<file path="config.mk">
export PLATFORM = sky130hd
export DESIGN_NAME = chroma_sat_stage
export DESIGN_NICKNAME = d
export VERILOG_FILES = /design/src/rtl/csat_pkg.sv /design/src/rtl/csat_chroma_scale.sv /design/src/rtl/csat_sat_stage.sv /design/src/rtl/csat_override_stage.sv /design/src/rtl/chroma_sat_stage.sv
export SDC_FILE = /design/constraint.sdc
export NUM_CORES = 1
export LEC_CHECK = 0
export CAP_MARGIN = 20
export CORE_MARGIN = 2
export CORE_UTILIZATION = 60
export CTS_BUF_LIST = sky130_fd_sc_hd__clkbuf_8
export DETAILED_ROUTE_END_ITERATION = 8
export DONT_BUFFER_PORTS = 1
export GPL_TIMING_DRIVEN = 0
export PLACE_DENSITY = 0.79
export SYNTH_ARGS = -nofsm -noshare
export SYNTH_HDL_FRONTEND = slang
export SYNTH_SLANG_ARGS = --single-unit
</file>
<file path="constraint.sdc">
create_clock -name clk -period 1 [get_ports clk]
set_input_delay 0.05 -clock clk [delete_from_list [all_inputs] [get_ports clk]]
set_output_delay 0.05 -clock clk [all_outputs]
set_load 0.05 [all_outputs]
</file>
<file path="src/rtl/csat_pkg.sv">
package csat_pkg;

    typedef enum logic [2:0] {
        SAT_FULL = 3'b000,
        SAT_75   = 3'b001,
        SAT_50   = 3'b010,
        SAT_37   = 3'b011,
        SAT_25   = 3'b100,
        SAT_150  = 3'b101,
        SAT_GREY = 3'b110,
        SAT_RSVD = 3'b111
    } sat_code_e;

    typedef struct packed {
        logic      rgb;
        sat_code_e sat;
        logic      mono;
        logic      kill_s0;
        logic      kill_s1;
        logic      kill_s2;
    } ctrl_t;

    typedef struct packed {
        logic vld;
        logic sol;
        logic sof;
    } side_t;

    localparam int unsigned NSLOT = 3;

endpackage

</file>
<file path="src/rtl/csat_chroma_scale.sv">
module csat_chroma_scale
    import csat_pkg::*;
#(
    parameter int unsigned CH_W = 8
) (
    input  logic [CH_W-1:0] c_in,
    input  sat_code_e       code,
    output logic [CH_W-1:0] c_out
);
    localparam int unsigned XW = CH_W + 5;
    localparam logic signed [XW-1:0] MID_S = {{(XW-CH_W){1'b0}}, 1'b1, {(CH_W-1){1'b0}}};
    localparam logic signed [XW-1:0] TOP_S = {{(XW-CH_W){1'b0}}, {CH_W{1'b1}}};

    logic signed [XW-1:0] dx;
    logic signed [XW-1:0] prod;
    logic signed [XW-1:0] sum;

    always_comb begin
        dx = $signed({{(XW-CH_W){1'b0}}, c_in}) - MID_S;
        unique case (code)
            SAT_FULL, SAT_RSVD: prod = dx <<< 3;
            SAT_75:             prod = (dx <<< 2) + (dx <<< 1);
            SAT_50:             prod = dx <<< 2;
            SAT_37:             prod = (dx <<< 1) + dx;
            SAT_25:             prod = dx <<< 1;
            SAT_150:            prod = (dx <<< 3) + (dx <<< 2);
            SAT_GREY:           prod = '0;
            default:            prod = dx <<< 3;
        endcase
        sum = (prod >>> 3) + MID_S;
        if (sum < 0)
            c_out = '0;
        else if (sum > TOP_S)
            c_out = {CH_W{1'b1}};
        else
            c_out = sum[CH_W-1:0];
    end
endmodule

</file>
<file path="src/rtl/csat_sat_stage.sv">
module csat_sat_stage
    import csat_pkg::*;
#(
    parameter int unsigned CH_W = 8
) (
    input  logic                  clk,
    input  logic                  rst_n,
    input  side_t                 side_in,
    input  ctrl_t                 ctrl_in,
    input  logic [NSLOT*CH_W-1:0] pix_in,
    output side_t                 side_q,
    output ctrl_t                 ctrl_q,
    output logic [NSLOT*CH_W-1:0] pix_q
);
    localparam int unsigned PIX_W = NSLOT * CH_W;

    logic [PIX_W-1:0] pix_next;

    assign pix_next[PIX_W-1 -: CH_W] = pix_in[PIX_W-1 -: CH_W];

    generate
        for (genvar g = 1; g < NSLOT; g++) begin : g_chroma
            logic [CH_W-1:0] scaled;
            csat_chroma_scale #(.CH_W(CH_W)) u_scale (
                .c_in  (pix_in[(NSLOT-1-g)*CH_W +: CH_W]),
                .code  (ctrl_in.sat),
                .c_out (scaled)
            );
            assign pix_next[(NSLOT-1-g)*CH_W +: CH_W] =
                ctrl_in.rgb ? pix_in[(NSLOT-1-g)*CH_W +: CH_W] : scaled;
        end
    endgenerate

    always_ff @(posedge clk or negedge rst_n) begin
        if (!rst_n) begin
            side_q <= '0;
            ctrl_q <= '0;
            pix_q  <= '0;
        end else begin
            side_q.vld <= side_in.vld;
            side_q.sol <= side_in.vld & side_in.sol;
            side_q.sof <= side_in.vld & side_in.sof;
            ctrl_q     <= ctrl_in;
            pix_q      <= pix_next;
        end
    end
endmodule

</file>
<file path="src/rtl/csat_override_stage.sv">
module csat_override_stage
    import csat_pkg::*;
#(
    parameter int unsigned CH_W = 8
) (
    input  logic                  clk,
    input  logic                  rst_n,
    input  side_t                 side_in,
    input  ctrl_t                 ctrl_in,
    input  logic [NSLOT*CH_W-1:0] pix_in,
    output side_t                 side_q,
    output logic [NSLOT*CH_W-1:0] pix_q
);
    localparam int unsigned PIX_W = NSLOT * CH_W;
    localparam logic [CH_W-1:0] MID = {1'b1, {(CH_W-1){1'b0}}};

    logic [NSLOT-1:0] kill_vec;
    logic [CH_W-1:0]  neutral;
    logic [PIX_W-1:0] pix_next;

    assign kill_vec = {ctrl_in.kill_s0, ctrl_in.kill_s1, ctrl_in.kill_s2};
    assign neutral  = ctrl_in.rgb ? '0 : MID;

    generate
        for (genvar g = 0; g < NSLOT; g++) begin : g_slot
            logic [CH_W-1:0] bcast;
            assign bcast = ctrl_in.mono ? pix_in[PIX_W-1 -: CH_W]
                                        : pix_in[(NSLOT-1-g)*CH_W +: CH_W];
            assign pix_next[(NSLOT-1-g)*CH_W +: CH_W] =
                kill_vec[NSLOT-1-g] ? neutral : bcast;
        end
    endgenerate

    always_ff @(posedge clk or negedge rst_n) begin
        if (!rst_n) begin
            side_q <= '0;
            pix_q  <= '0;
        end else begin
            side_q <= side_in;
            pix_q  <= pix_next;
        end
    end
endmodule

</file>
<file path="src/rtl/chroma_sat_stage.sv">
module chroma_sat_stage
    import csat_pkg::*;
#(
    parameter int unsigned CH_W = 8
) (
    input  logic                  clk,
    input  logic                  rst_n,
    input  logic                  in_valid,
    input  logic                  in_sol,
    input  logic                  in_sof,
    input  logic [3*CH_W-1:0]     in_pix,
    input  logic                  rgb_mode,
    input  logic [2:0]            sat_code,
    input  logic                  mono_en,
    input  logic                  kill_luma,
    input  logic                  kill_cb,
    input  logic                  kill_cr,
    output logic                  out_valid,
    output logic                  out_sol,
    output logic                  out_sof,
    output logic [3*CH_W-1:0]     out_pix
);
    localparam int unsigned PIX_W = NSLOT * CH_W;

    side_t            side_in;
    ctrl_t            ctrl_in;
    side_t            side_mid;
    ctrl_t            ctrl_mid;
    logic [PIX_W-1:0] pix_mid;
    side_t            side_out;

    always_comb begin
        side_in.vld     = in_valid;
        side_in.sol     = in_sol;
        side_in.sof     = in_sof;
        ctrl_in.rgb     = rgb_mode;
        ctrl_in.sat     = sat_code_e'(sat_code);
        ctrl_in.mono    = mono_en;
        ctrl_in.kill_s0 = kill_luma;
        ctrl_in.kill_s1 = kill_cb;
        ctrl_in.kill_s2 = kill_cr;
    end

    csat_sat_stage #(.CH_W(CH_W)) u_sat (
        .clk     (clk),
        .rst_n   (rst_n),
        .side_in (side_in),
        .ctrl_in (ctrl_in),
        .pix_in  (in_pix),
        .side_q  (side_mid),
        .ctrl_q  (ctrl_mid),
        .pix_q   (pix_mid)
    );

    csat_override_stage #(.CH_W(CH_W)) u_ovr (
        .clk     (clk),
        .rst_n   (rst_n),
        .side_in (side_mid),
        .ctrl_in (ctrl_mid),
        .pix_in  (pix_mid),
        .side_q  (side_out),
        .pix_q   (out_pix)
    );

    assign out_valid = side_out.vld;
    assign out_sol   = side_out.sol;
    assign out_sof   = side_out.sof;
endmodule

</file>
==> key figures <==
Global routing
  • Largest net degree at the start of global routing: 60
  • GRT Residual Overflow: 0
  • Initial antenna violation count: 0
  • First-pass GRT wire length: 19.24 mm
  • Number of global-route vias before repair: 3726
  • Global Route Usage Sum: 34.07%

Yosys
  • Syn Nets: 500
  • Cell taking the most area after synthesis: dfrtp_1
  • Synth cell types: 65
  • Ranking of synthesized cells by area: dfrtp_1 (38%), a21oi_1 (6.2%), ha_1 (5.7%)
  • Async S/R FF share, synth: 100.0%
  • Top-count cell post-synth: dfrtp_1
  • Top_reg_cell synth: dfrtp_1
  • Commonest cells post-synth: dfrtp_1 (59), a21oi_1 (49), nand2_1 (38)
  • Seq/Total Area, Yosys: 37.56%
  • Post-Syn Area: 3931 sq um
  • Post-synthesis register bit count: 59
  • Avg Cell Area, Syn: 8.874 sq um
  • Post-Syn Instances: 443
  • Synth warn: 0
  • Yosys top cell area share: 37.56%
  • Post-synth EDFFs: 0

Setup path
  • Worst reg2reg startpoint: u_sat.ctrl_q[3]
  • WP buf/inv: 0
  • WS Path Type: primary input to flop
  • Cell type of the slowest stage on the worst timing path: a311oi_2
  • Critical Path Start Type: primary input
  • Crit path from: in_pix[9]
  • Critical path's largest stage delay: 340 ps
  • Worst Path Max Fanout: 6
  • Setup crit end kind: flop
  • Worst path cell trace: ha_4 > a211o_1 > a311oi_2 > o21bai_2 > a21oi_2 > nor2_1 > nor3_2 > ha_1 > nor3b_2 > o2111ai_1 > o41ai_2 > xor2_1 > o32a_1
  • WP data arrival: 2740 ps
  • CP delay by family, top: compound AO/OA/AOI/OAI gates
  • CP required: 1220 ps

Floorplan
  • Chip width: 84.95 um
  • Initial core utilization: 61.91%
  • Die ar.: 7216 sq um
  • Core Region: 6350 sq um
  • FP Rows: 29
  • Die Ht: 84.95 um
  • IO Count: 64

Finish
  • Antenna fix cells: 0
  • Layout area overhead: 32.85%
  • Share of cells above drive strength 1: 33.53%
  • Net count, final: 556
  • Post-Route Utilization: 82.25%
  • Multi-input gate area: 2733 sq um
  • Non-filler cells, final: 581
  • Final-layout fill cell count: 373
  • Register area: 1511 sq um

STA
  • Final Hold Vio Count: 59
  • Fraction of the cycle the final worst path needs: 252.3%
  • Setup ws final: -1523 ps
  • Shortest period the worst path allows: 2523 ps
  • Clock Skew: 5.252 ps
  • Hold WS: -598.8 ps
  • Fin. max-slew vios: 0
  • Maximum clock frequency: 396.4 MHz
  • Worst-Margin Slew: 697.2 ps
  • Setup Viol. Count Final: 31
  • Relative slew margins: 53.52%
  • RSZ-0062 raised after global routing: true

Job
  • Max Cap Viol: 0

Placement
  • DP Cell Count: 520
  • Gpl congestion: 0.9464
  • Number of port buffers: 0
  • Hpwl dp: 7.388 mm

Hold path
  • Min-delay worst type: primary input to async pin

Routing
  • Antenna-violating nets left: 0
  • Initial drt markers: 455
  • First-pass iteration count of the detailed router: 6
  • Vias/cell: 7.052
  • DRT Wirelength: 13.83 mm
  • # DRC: 0
  • Via count: 4097
  • Wire per inst: 23.80 um

Power
  • Total power: 0.007235 W
  • P per Cell Area: 1385 nW/um^2
  • Leak pwr: 2.156 nW
  • Peak VDD IR: 1747 uV

Clock network
  • Worst skew pair latency: 340 ps
  • Clock buffer depth: 2
  • CTS tree: done
  • CTS buffer count: 9
  • Sinks on the clock net: 59
  • H-tree Lvls: 3
  • Clock transition at the registers of the reported paths: 70 ps
  • CTS root buffer: clkbuf_8

Status
  • Failing checks: negative hold slack, negative setup slack
  • Status: finished, violations left
power by group:
part,switching [W],internal (W)
Combinational,0.00114,0.000973
Clock,0.000956,0.00115
Sequential,0.000428,0.00259
final cells by class:
| cell class | instances | area share (%) |
|---|---|---|
| plain buffers | 21 | 2.851 |
| clock buffers | 13 | 3.426 |
| clock inverters | 3 | 0.2396 |
| inverters | 12 | 0.9583 |
| multi-input cells | 345 | 52.32 |
| flip-flops and latches | 59 | 28.94 |
| well taps | 77 | 1.845 |
| repair buffers | 51 | 9.415 |
logic make-up after synthesis:
kind of cell / Yosys count / share of synthesized area, %
xor+xnor: 4 / 0.8913
buf+inv: 39 / 4.933
simple gates: 156 / 20.15
mux: 5 / 1.273
fa+ha+maj: 20 / 6.747
compound gates: 160 / 28.45
flops: 59 / 37.56
worst paths after layout:
path | end | slack [ps] | cells after the start
min in group clk | u_sat.pix_q[0] | 100 | 3
setup / recovery | u_sat.pix_q[15] | -1520 | 13
max in group asynchronous | u_ovr.pix_q[23] | 1500 | 0
hold reg to reg | u_ovr.side_q[1] | 350 | 0
setup reg to reg | u_ovr.pix_q[7] | -160 | 4
hold / removal | u_ovr.pix_q[4] | -600 | 0
layout by cell type, fill, tap and decap left out, types with 5 or more instances in the layout:
master and n:
a211o_1 5, a211oi_1 5, a211oi_2 9, a21o_1 8
a21oi_1 33, a21oi_2 16, buf_2 6, buf_4 17
buf_6 6, clkbuf_8 13, dfrtp_1 31, dfrtp_2 28
dlygate4sd3_1 32, ha_1 7, ha_4 9, inv_1 12
mux2i_1 5, nand2_1 31, nand2b_1 10, nand2b_4 12
nand3_1 7, nor2_1 32, nor2b_1 15, nor3_1 13
o21ai_0 15, o22ai_1 5, o31ai_1 8
per-stage QoR:
| step | setup WS, ps | instance area [sq um] | setup TNS, ps |
|---|---|---|---|
| floorplan | -1589 | 4088 | -17180 |
| global placement | -1989 | 4184 | -24620 |
| detailed placement | -1985 | 4184 | -25200 |
| CTS | -1409 | 4972 | -15150 |
| global route | -1619 | 5223 | -17780 |
| finish | -1523 | 5223 | -16700 |
registers in the layout (all words and copies together) (netlist names):
signal	count
u_ovr.pix_q	24
u_sat.pix_q	24
u_ovr.side_q	3
u_sat.side_q	3
u_sat.ctrl_q	5
worst register-to-register path, stage by stage (launching register included):
cell,delay (ps)
dfrtp_2,420
buf_12,150
nor2b_1,290
a211oi_4,90
a21oi_2,140
metal layers:
layer / vias up / part of all wire, % / track usage, %
met5: - / 0 / 0
met4: 0 / 5.3 / 18.18
met3: 87 / 11 / 6.031
met2: 328 / 47 / 56.53
met1: 1939 / 37 / 42.26
li1: 1743 / - / -
repair_timing:
item	in CTS	in global routing
pin swaps	26	16
hold buffers	31	1
gates resized for setup	43	72
endpoints found under the hold margin	91	60
buffers inserted	27	5
cloned	2	0
endpoints found under the setup margin	38	54
No activity file was read; power rests on OpenSTA's default activity.
